==> src/rtl/satalu_pkg.sv <==
package satalu_pkg;
  localparam int FLAG_W = 5;
  localparam int FZ   = 0;
  localparam int FS   = 1;
  localparam int FOV  = 2;
  localparam int FCY  = 3;
  localparam int FSAT = 4;

  typedef enum logic [3:0] {
    OP_ADD  = 4'd0,  OP_SUB  = 4'd1,  OP_RSUB  = 4'd2,  OP_CMP = 4'd3,
    OP_SADD = 4'd4,  OP_SSUB = 4'd5,  OP_SRSUB = 4'd6,  OP_AND = 4'd7,
    OP_OR   = 4'd8,  OP_XOR  = 4'd9,  OP_NOT   = 4'd10, OP_TST = 4'd11
  } aluOp_e;

  typedef enum logic [1:0] {
    SRC_REG = 2'd0, SRC_SX5 = 2'd1, SRC_SX16 = 2'd2, SRC_ZX16 = 2'd3
  } srcMode_e;

  typedef enum logic [1:0] {
    LG_AND = 2'd0, LG_OR = 2'd1, LG_XOR = 2'd2, LG_NOTA = 2'd3
  } logicSel_e;

  typedef struct packed {
    logic      valid;
    logic      doArith;
    logic      subMode;
    logic      minuendA;
    logic      satEn;
    logic      doLogic;
    logicSel_e logicSel;
    logic      zOnly;
    logic      writeRes;
  } strobe_t;
endpackage

==> src/rtl/alu_ctrl.sv <==
module alu_ctrl
  import satalu_pkg::*;
(
  input  logic       inValid,
  input  logic [3:0] opCode,
  input  logic [1:0] immMode,
  output strobe_t    stb
);
  always_comb begin
    stb          = '0;
    stb.logicSel = LG_AND;
    if (inValid) begin
      unique case (opCode)
        OP_ADD, OP_SADD: begin
          stb.valid = 1'b1; stb.doArith = 1'b1; stb.writeRes = 1'b1;
          stb.satEn = (opCode == OP_SADD);
        end
        OP_SUB, OP_SSUB: begin
          stb.valid = 1'b1; stb.doArith = 1'b1; stb.subMode = 1'b1;
          stb.writeRes = 1'b1; stb.satEn = (opCode == OP_SSUB);
        end
        OP_RSUB, OP_SRSUB: begin
          stb.valid = 1'b1; stb.doArith = 1'b1; stb.subMode = 1'b1;
          stb.minuendA = 1'b1; stb.writeRes = 1'b1;
          stb.satEn = (opCode == OP_SRSUB);
        end
        OP_CMP: begin
          stb.valid = 1'b1; stb.doArith = 1'b1; stb.subMode = 1'b1;
        end
        OP_AND: begin
          stb.valid = 1'b1; stb.doLogic = 1'b1; stb.writeRes = 1'b1;
          stb.zOnly = (immMode == SRC_ZX16);
        end
        OP_OR: begin
          stb.valid = 1'b1; stb.doLogic = 1'b1; stb.writeRes = 1'b1;
          stb.logicSel = LG_OR;
        end
        OP_XOR: begin
          stb.valid = 1'b1; stb.doLogic = 1'b1; stb.writeRes = 1'b1;
          stb.logicSel = LG_XOR;
        end
        OP_NOT: begin
          stb.valid = 1'b1; stb.doLogic = 1'b1; stb.writeRes = 1'b1;
          stb.logicSel = LG_NOTA;
        end
        OP_TST: begin
          stb.valid = 1'b1; stb.doLogic = 1'b1;
        end
        default: stb = '0;
      endcase
    end
  end

  // only decoded opcodes raise any strobe
  always_comb begin
    if (inValid && opCode > 4'd11)
      p_unused_quiet_r10: assert (!stb.valid && !stb.writeRes);
  end
endmodule

==> src/rtl/alu_dpath.sv <==
module alu_dpath
  import satalu_pkg::*;
#(
  parameter int DATA_W  = 32,
  parameter int IMM_W   = 16,
  parameter int SHORT_W = 5
) (
  input  logic              clk,
  input  logic              rstN,
  input  strobe_t           stb,
  input  logic [DATA_W-1:0] srcA,
  input  logic [DATA_W-1:0] srcB,
  input  logic [IMM_W-1:0]  immVal,
  input  logic [1:0]        immMode,
  output logic [DATA_W-1:0] resultQ,
  output logic              wenQ,
  output logic [FLAG_W-1:0] flagsQ
);
  localparam int MSB = DATA_W - 1;
  localparam logic [DATA_W-1:0] MAX_POS = {1'b0, {(DATA_W-1){1'b1}}};
  localparam logic [DATA_W-1:0] MIN_NEG = {1'b1, {(DATA_W-1){1'b0}}};

  logic [DATA_W-1:0] opA, opB, minuend, subtrahend, rawArith, logicRes, clampVal;
  logic [DATA_W:0]   wide;
  logic              ovRaw, cyRaw, satHit, clampNeg;
  logic [DATA_W-1:0] nextResult;
  logic [FLAG_W-1:0] nextFlags;
  logic              satHitQ;

  always_comb begin
    unique case (srcMode_e'(immMode))
      SRC_SX5:  opA = {{(DATA_W-SHORT_W){immVal[SHORT_W-1]}}, immVal[SHORT_W-1:0]};
      SRC_SX16: opA = {{(DATA_W-IMM_W){immVal[IMM_W-1]}}, immVal};
      SRC_ZX16: opA = {{(DATA_W-IMM_W){1'b0}}, immVal};
      default:  opA = srcA;
    endcase
  end
  assign opB = srcB;

  always_comb begin
    minuend    = stb.minuendA ? opA : opB;
    subtrahend = stb.minuendA ? opB : opA;
    if (stb.subMode) begin
      wide  = {1'b0, minuend} - {1'b0, subtrahend};
      ovRaw = (minuend[MSB] != subtrahend[MSB]) && (wide[MSB] != minuend[MSB]);
      clampNeg = minuend[MSB];
    end else begin
      wide  = {1'b0, opA} + {1'b0, opB};
      ovRaw = (opA[MSB] == opB[MSB]) && (wide[MSB] != opA[MSB]);
      clampNeg = opA[MSB];
    end
    rawArith = wide[MSB:0];
    cyRaw    = wide[DATA_W];
    clampVal = clampNeg ? MIN_NEG : MAX_POS;
    satHit   = stb.doArith && stb.satEn && ovRaw;
  end

  always_comb begin
    unique case (stb.logicSel)
      LG_OR:   logicRes = opA | opB;
      LG_XOR:  logicRes = opA ^ opB;
      LG_NOTA: logicRes = ~opA;
      default: logicRes = opA & opB;
    endcase
  end

  always_comb begin
    nextFlags  = flagsQ;
    nextResult = resultQ;
    if (stb.valid && stb.doArith) begin
      nextFlags[FZ]   = (rawArith == '0);
      nextFlags[FS]   = rawArith[MSB];
      nextFlags[FOV]  = ovRaw;
      nextFlags[FCY]  = cyRaw;
      nextFlags[FSAT] = flagsQ[FSAT] | satHit;
      if (stb.writeRes) nextResult = satHit ? clampVal : rawArith;
    end else if (stb.valid && stb.doLogic) begin
      nextFlags[FZ]  = (logicRes == '0);
      nextFlags[FS]  = stb.zOnly ? 1'b0 : logicRes[MSB];
      nextFlags[FOV] = 1'b0;
      if (stb.writeRes) nextResult = logicRes;
    end
  end

  always_ff @(posedge clk or negedge rstN) begin
    if (!rstN) begin
      resultQ <= '0;
      wenQ    <= 1'b0;
      flagsQ  <= '0;
      satHitQ <= 1'b0;
    end else begin
      resultQ <= nextResult;
      wenQ    <= stb.valid && stb.writeRes;
      flagsQ  <= nextFlags;
      satHitQ <= stb.valid && stb.writeRes && satHit;
    end
  end

  // a clamped write lands on one of the two signed extremes
  p_clamp_extreme_r5: assert property (@(posedge clk) disable iff (!rstN)
    satHitQ |-> (resultQ == MAX_POS || resultQ == MIN_NEG));
  // saturation bit never falls while out of reset
  p_sat_sticky_r6: assert property (@(posedge clk) disable iff (!rstN)
    flagsQ[FSAT] |=> flagsQ[FSAT]);
  // logical operations leave overflow cleared
  p_logic_ov_clear_r7: assert property (@(posedge clk) disable iff (!rstN)
    (stb.valid && stb.doLogic) |=> !flagsQ[FOV]);
  // idle cycles keep the status word and raise no write
  p_idle_hold_r10: assert property (@(posedge clk) disable iff (!rstN)
    !stb.valid |=> ($stable(flagsQ) && !wenQ));
  // zero-extended AND immediate clears sign
  p_andi_sign_r8: assert property (@(posedge clk) disable iff (!rstN)
    (stb.valid && stb.zOnly) |=> !flagsQ[FS]);
endmodule

==> src/rtl/sat_flag_alu.sv <==
module sat_flag_alu
  import satalu_pkg::*;
#(
  parameter int DATA_W  = 32,
  parameter int IMM_W   = 16,
  parameter int SHORT_W = 5
) (
  input  logic              clk,
  input  logic              rstN,
  input  logic              inValid,
  input  logic [3:0]        opCode,
  input  logic [DATA_W-1:0] srcA,
  input  logic [DATA_W-1:0] srcB,
  input  logic [IMM_W-1:0]  immVal,
  input  logic [1:0]        immMode,
  output logic [DATA_W-1:0] resultOut,
  output logic              writeEn,
  output logic [FLAG_W-1:0] flagsOut
);
  strobe_t stb;

  alu_ctrl uCtrl (
    .inValid (inValid),
    .opCode  (opCode),
    .immMode (immMode),
    .stb     (stb)
  );

  alu_dpath #(.DATA_W(DATA_W), .IMM_W(IMM_W), .SHORT_W(SHORT_W)) uDpath (
    .clk     (clk),
    .rstN    (rstN),
    .stb     (stb),
    .srcA    (srcA),
    .srcB    (srcB),
    .immVal  (immVal),
    .immMode (immMode),
    .resultQ (resultOut),
    .wenQ    (writeEn),
    .flagsQ  (flagsOut)
  );

  // compare never requests a write and keeps the result
  p_cmp_nowrite_r2: assert property (@(posedge clk) disable iff (!rstN)
    (inValid && opCode == OP_CMP) |=> (!writeEn && $stable(resultOut)));
  // a write strobe follows a captured operation
  p_wen_after_valid_r1: assert property (@(posedge clk) disable iff (!rstN)
    writeEn |-> $past(inValid));
endmodule

==> config.mk <==
export PLATFORM = sky130hd
export DESIGN_NAME = sat_flag_alu
export DESIGN_NICKNAME = d
export VERILOG_FILES = /design/src/rtl/satalu_pkg.sv /design/src/rtl/alu_ctrl.sv /design/src/rtl/alu_dpath.sv /design/src/rtl/sat_flag_alu.sv
export SDC_FILE = /design/constraint.sdc
export NUM_CORES = 1
export LEC_CHECK = 0
export BUFFER_PORTS_ARGS = -buffer_cell sky130_fd_sc_hd__buf_2
export CAP_MARGIN = 20
export CORE_ASPECT_RATIO = 1.4
export CORE_UTILIZATION = 40
export CTS_BUF_LIST = sky130_fd_sc_hd__clkbuf_2
export DETAILED_ROUTE_END_ITERATION = 10
export PLACE_DENSITY = 0.67
export SYNTH_ARGS = -nofsm -noshare
export SYNTH_HDL_FRONTEND = slang
export SYNTH_SLANG_ARGS = --single-unit
==> constraint.sdc <==
create_clock -name clk -period 0.9 [get_ports clk]
set_input_delay 0.045 -clock clk [delete_from_list [all_inputs] [get_ports clk]]
set_output_delay 0.045 -clock clk [all_outputs]
set_load 0.01 [all_outputs]
==> impl_results.md <==
- Worst skew pair latency: 0.44 ns
- Number of global-route vias before repair: 12127
- IR drop worst, VDD: 0.811 mV
- Capture point of the worst path: uDpath.resultQ[17]
- Average size of a mapped cell: 6.85 um^2
- Antenna violations before repair: 2
- Pin count of the biggest net entering global routing: 70
- Main synth FF type: dfrtp_1
- EDFF count, synth: 0
- Final Max Slew Viols: 0
- Drt initial violations: 1137
- Final worst-path setup slack: -3.04 ns
- Final period utilization: 4.38
- Worst stage delay on the critical path: 0.43 ns
- FILL cells: 1459
- Slowest CP cell: o21ai_1
- Worst setup EP type: register
- Pwr/cell area: 1160 mW/mm^2
- Reg power frac: 0.138
- WL per Instance: 22.4 um
- Leading area contributor after synthesis: dfrtp_1
- First-pass GRT wire length: 64400 um
- Unrepaired setup endpoints after global routing: yes
- Crit path max fanout: 6
- Core Region: 0.0201 mm^2
- Setup Skew: 0 ns
- P_leak: 7.17 nW
- Placement Cell Area: 0.0130 mm^2
- Crit path kind: in2reg
- Register area share after synthesis: 0.115
- Synth top area cells: dfrtp_1, ha_1, mux2i_1
- Initial Util: 0.412
- Reg2reg end: uDpath.resultQ[17]
- Layout area overhead: 82.7%
- Most frequent cells in the layout: buf_4, nand2_1, nor2_1, buf_2, inv_1
- Mean number of vias per cell: 6.11
- Final hold violations: 0
- Critical path depth: 24
- Clock root buffer: clkbuf_2
- Overflow after GRT: 0
- Initial DRT Pass Iterations: 7
- Final HPWL DP: 31300 um
- Crit path from: immMode[0]
- CTS Sinks: 38
- R2R cell count: 4
- # setup viols final: 76
- Gate Count Post-Synth: 1206
- Num CTS Buffers: 5
- Dpl ws: -3.42 ns
- H-tree levels: 2
- IO Count: 127
- Final-stage net count: 1961
- Worst Path Arrival: 4.25 ns
- DIE AREA: 0.0212 mm^2
- Post-route ant nets: 0
- CTS tree: built
- YS warnings: 0
- CTS Buffer Depth: 2
- Worst reg2reg path startpoint: uDpath.resultQ[17]
- Clock network power share: 0.081
- FMAX: 0.254 GHz
- Minimum clock period: 3.94 ns
- Synth unique cells: 82
- Vias: 12572
- Mapped Nets: 1363
- Net Switching: 7.90 mW
- Max Cap Viol: 0
- Async SR Flop Fraction: 1.00
- Worst rel slew slack: 0.245
- Worst path bufs/invs: 9
- Final instance area: 0.0151 mm^2
- Combinational share of power: 0.782
- Reg clk slew, reported paths: 0.25 ns
- Cell Chain, Critical Path: buf_12 -> buf_12 -> buf_12 -> buf_12 -> mux2i_4 -> o21ai_2 -> inv_2 -> ha_4 -> nand4_1 -> nor2_2 -> a221oi_2 -> o21ai_2 -> or2_4 -> a211o_1 -> xnor2_2 -> nor4_4 -> nor3_4 -> buf_12 -> nor2_4 -> buf_4 -> buf_6 -> buf_6 -> a21oi_2 -> o21ai_1
- Post-synthesis register bit count: 38
- Layout cells sized above 1: 0.504
- Total chip power: 17.5 mW
- CP top delay family: compound AO/OA/AOI/OAI gates
- Critical Path RT: 1.21 ns
- Slew @ Worst Pin: 1.13 ns
- Status: finished with violations
- Port Buf Inserts: 126
- DRC Markers: 0
- Tightest Hold Check Type: in2async
- Commonest non-fill, non-tap cell in the layout: buf_4
- Syn Std Cell Area: 0.00826 mm^2
- FF-to-FF setup slack: -0.41 ns
- Sw Share: 0.453
- Routed wire length: 46100 um
- Die H: 172 um
- Most used cell, CP: buf_12
- CP Launch Type: input pin
- Top-area cell type share of the netlist area: 0.115
- Row cnt: 61
- Die Wd: 123 um
- Failing checks: negative setup slack
- Placer's final routability congestion estimate: 1.02
- GRT Total Usage: 0.398
- Internal power: 9.56 mW
[flip-flops by register name, summed over array words and instances, names as in the netlist]
register	count
uDpath.wenQ	1
uDpath.flagsQ	5
uDpath.resultQ	32
[cells by family after synthesis]
| group | Yosys count | synth area share |
|---|---|---|
| simple gates | 407 | 0.234 |
| compound gates | 408 | 0.330 |
| buf+inv | 171 | 0.0816 |
| mux | 86 | 0.106 |
| xor+xnor | 28 | 0.0297 |
| flops | 38 | 0.115 |
| fa+ha+maj | 68 | 0.104 |
[per-layer routing]
layer | up-vias | share of wire | GRT usage
li1 | 5639 | - | -
met1 | 5858 | 0.35 | 0.424
met2 | 778 | 0.46 | 0.673
met3 | 289 | 0.10 | 0.101
met4 | 8 | 0.087 | 0.289
met5 | - | 0.0036 | 0.00250
[area by class of cell]
class                           instances  area [um^2]  area share
Antenna cell                            1         2.50    0.000166
Clock buffer                            5         25.0     0.00166
Clock inverter                          3         63.8     0.00423
Inverter                               88          333      0.0220
Multi-Input combinational cell        997         8030       0.532
Sequential cell                        38          952      0.0631
Tap cell                              252          315      0.0209
Timing Repair Buffer                  674         5370       0.356
[worst min-delay path by stage]
stage | start | end | slack, ns | depth (start not counted)
after global routing | rstN | uDpath.flagsQ[0] | 0.11 | 3
final | rstN | uDpath.flagsQ[0] | 0.07 | 3
after detailed placement | rstN | uDpath.resultQ[0] | 0.03 | 2
after global placement | rstN | uDpath.resultQ[4] | 0.02 | 2
after CTS | rstN | uDpath.resultQ[0] | 0.09 | 3
after floorplan | rstN | uDpath.flagsQ[0] | -0.25 | 0
[worst min-delay path, stage by stage]
cell and delay [ns]:
dlygate4sd3_1 0.52, buf_2 0.12, buf_12 0.21
[through the flow]
step                 util  TNS, ns  instances  hold WS, ns
finish              0.752  -105.01       2058       0.0708
detailed placement  0.645  -121.73       1958       0.0250
global placement    0.645  -118.79       1958       0.0230
global route        0.752  -110.37       2058        0.106
floorplan               -  -101.80       1206       -0.251
CTS                 0.722   -97.38       2026       0.0919
[power by group through the flow]
| stage | registers (mW) | clock network [mW] | logic (mW) |
|---|---|---|---|
| floorplan | 2.49 | 0 | 5.21 |
| global placement | 2.30 | 0 | 10.4 |
| detailed placement | 2.32 | 0 | 10.6 |
| CTS | 2.27 | 1.35 | 12.0 |
| global route | 2.45 | 1.45 | 14.4 |
| finish | 2.40 | 1.41 | 13.7 |
[cells in the mapped netlist, types with 6 or more instances]
cell / n
nand2_1: 131
nor2_1: 118
inv_1: 87
o21ai_0: 84
mux2i_1: 73
a21oi_1: 72
ha_1: 67
clkbuf_1: 63
dfrtp_1: 38
o22ai_1: 37
nor3_1: 35
o21ai_1: 21
a221oi_1: 20
o21a_1: 20
xnor2_1: 20
a31oi_1: 19
nand2b_1: 17
a211oi_1: 15
nand3_1: 15
nor4_1: 15
nor2b_1: 14
o211ai_1: 14
o221ai_1: 14
buf_2: 11
mux2_2: 11
nand4_1: 10
a211o_1: 9
a21o_1: 9
o31ai_1: 9
and3_1: 8
xor2_1: 8
a22oi_1: 7
or2_2: 7
buf_1: 6
or3_1: 6
[repair_timing]
| action | 4_1_cts | 5_1_grt |
|---|---|---|
| pin swaps | 71 | 49 |
| gates resized for setup | 190 | 77 |
| hold endpoints to repair | 38 | 0 |
| hold buffers | 1 | 0 |
| buffers inserted | 57 | 34 |
| cloned | 5 | 2 |
| endpoints found under the setup margin | 76 | 76 |
No activity file was read; power rests on OpenSTA's default activity.
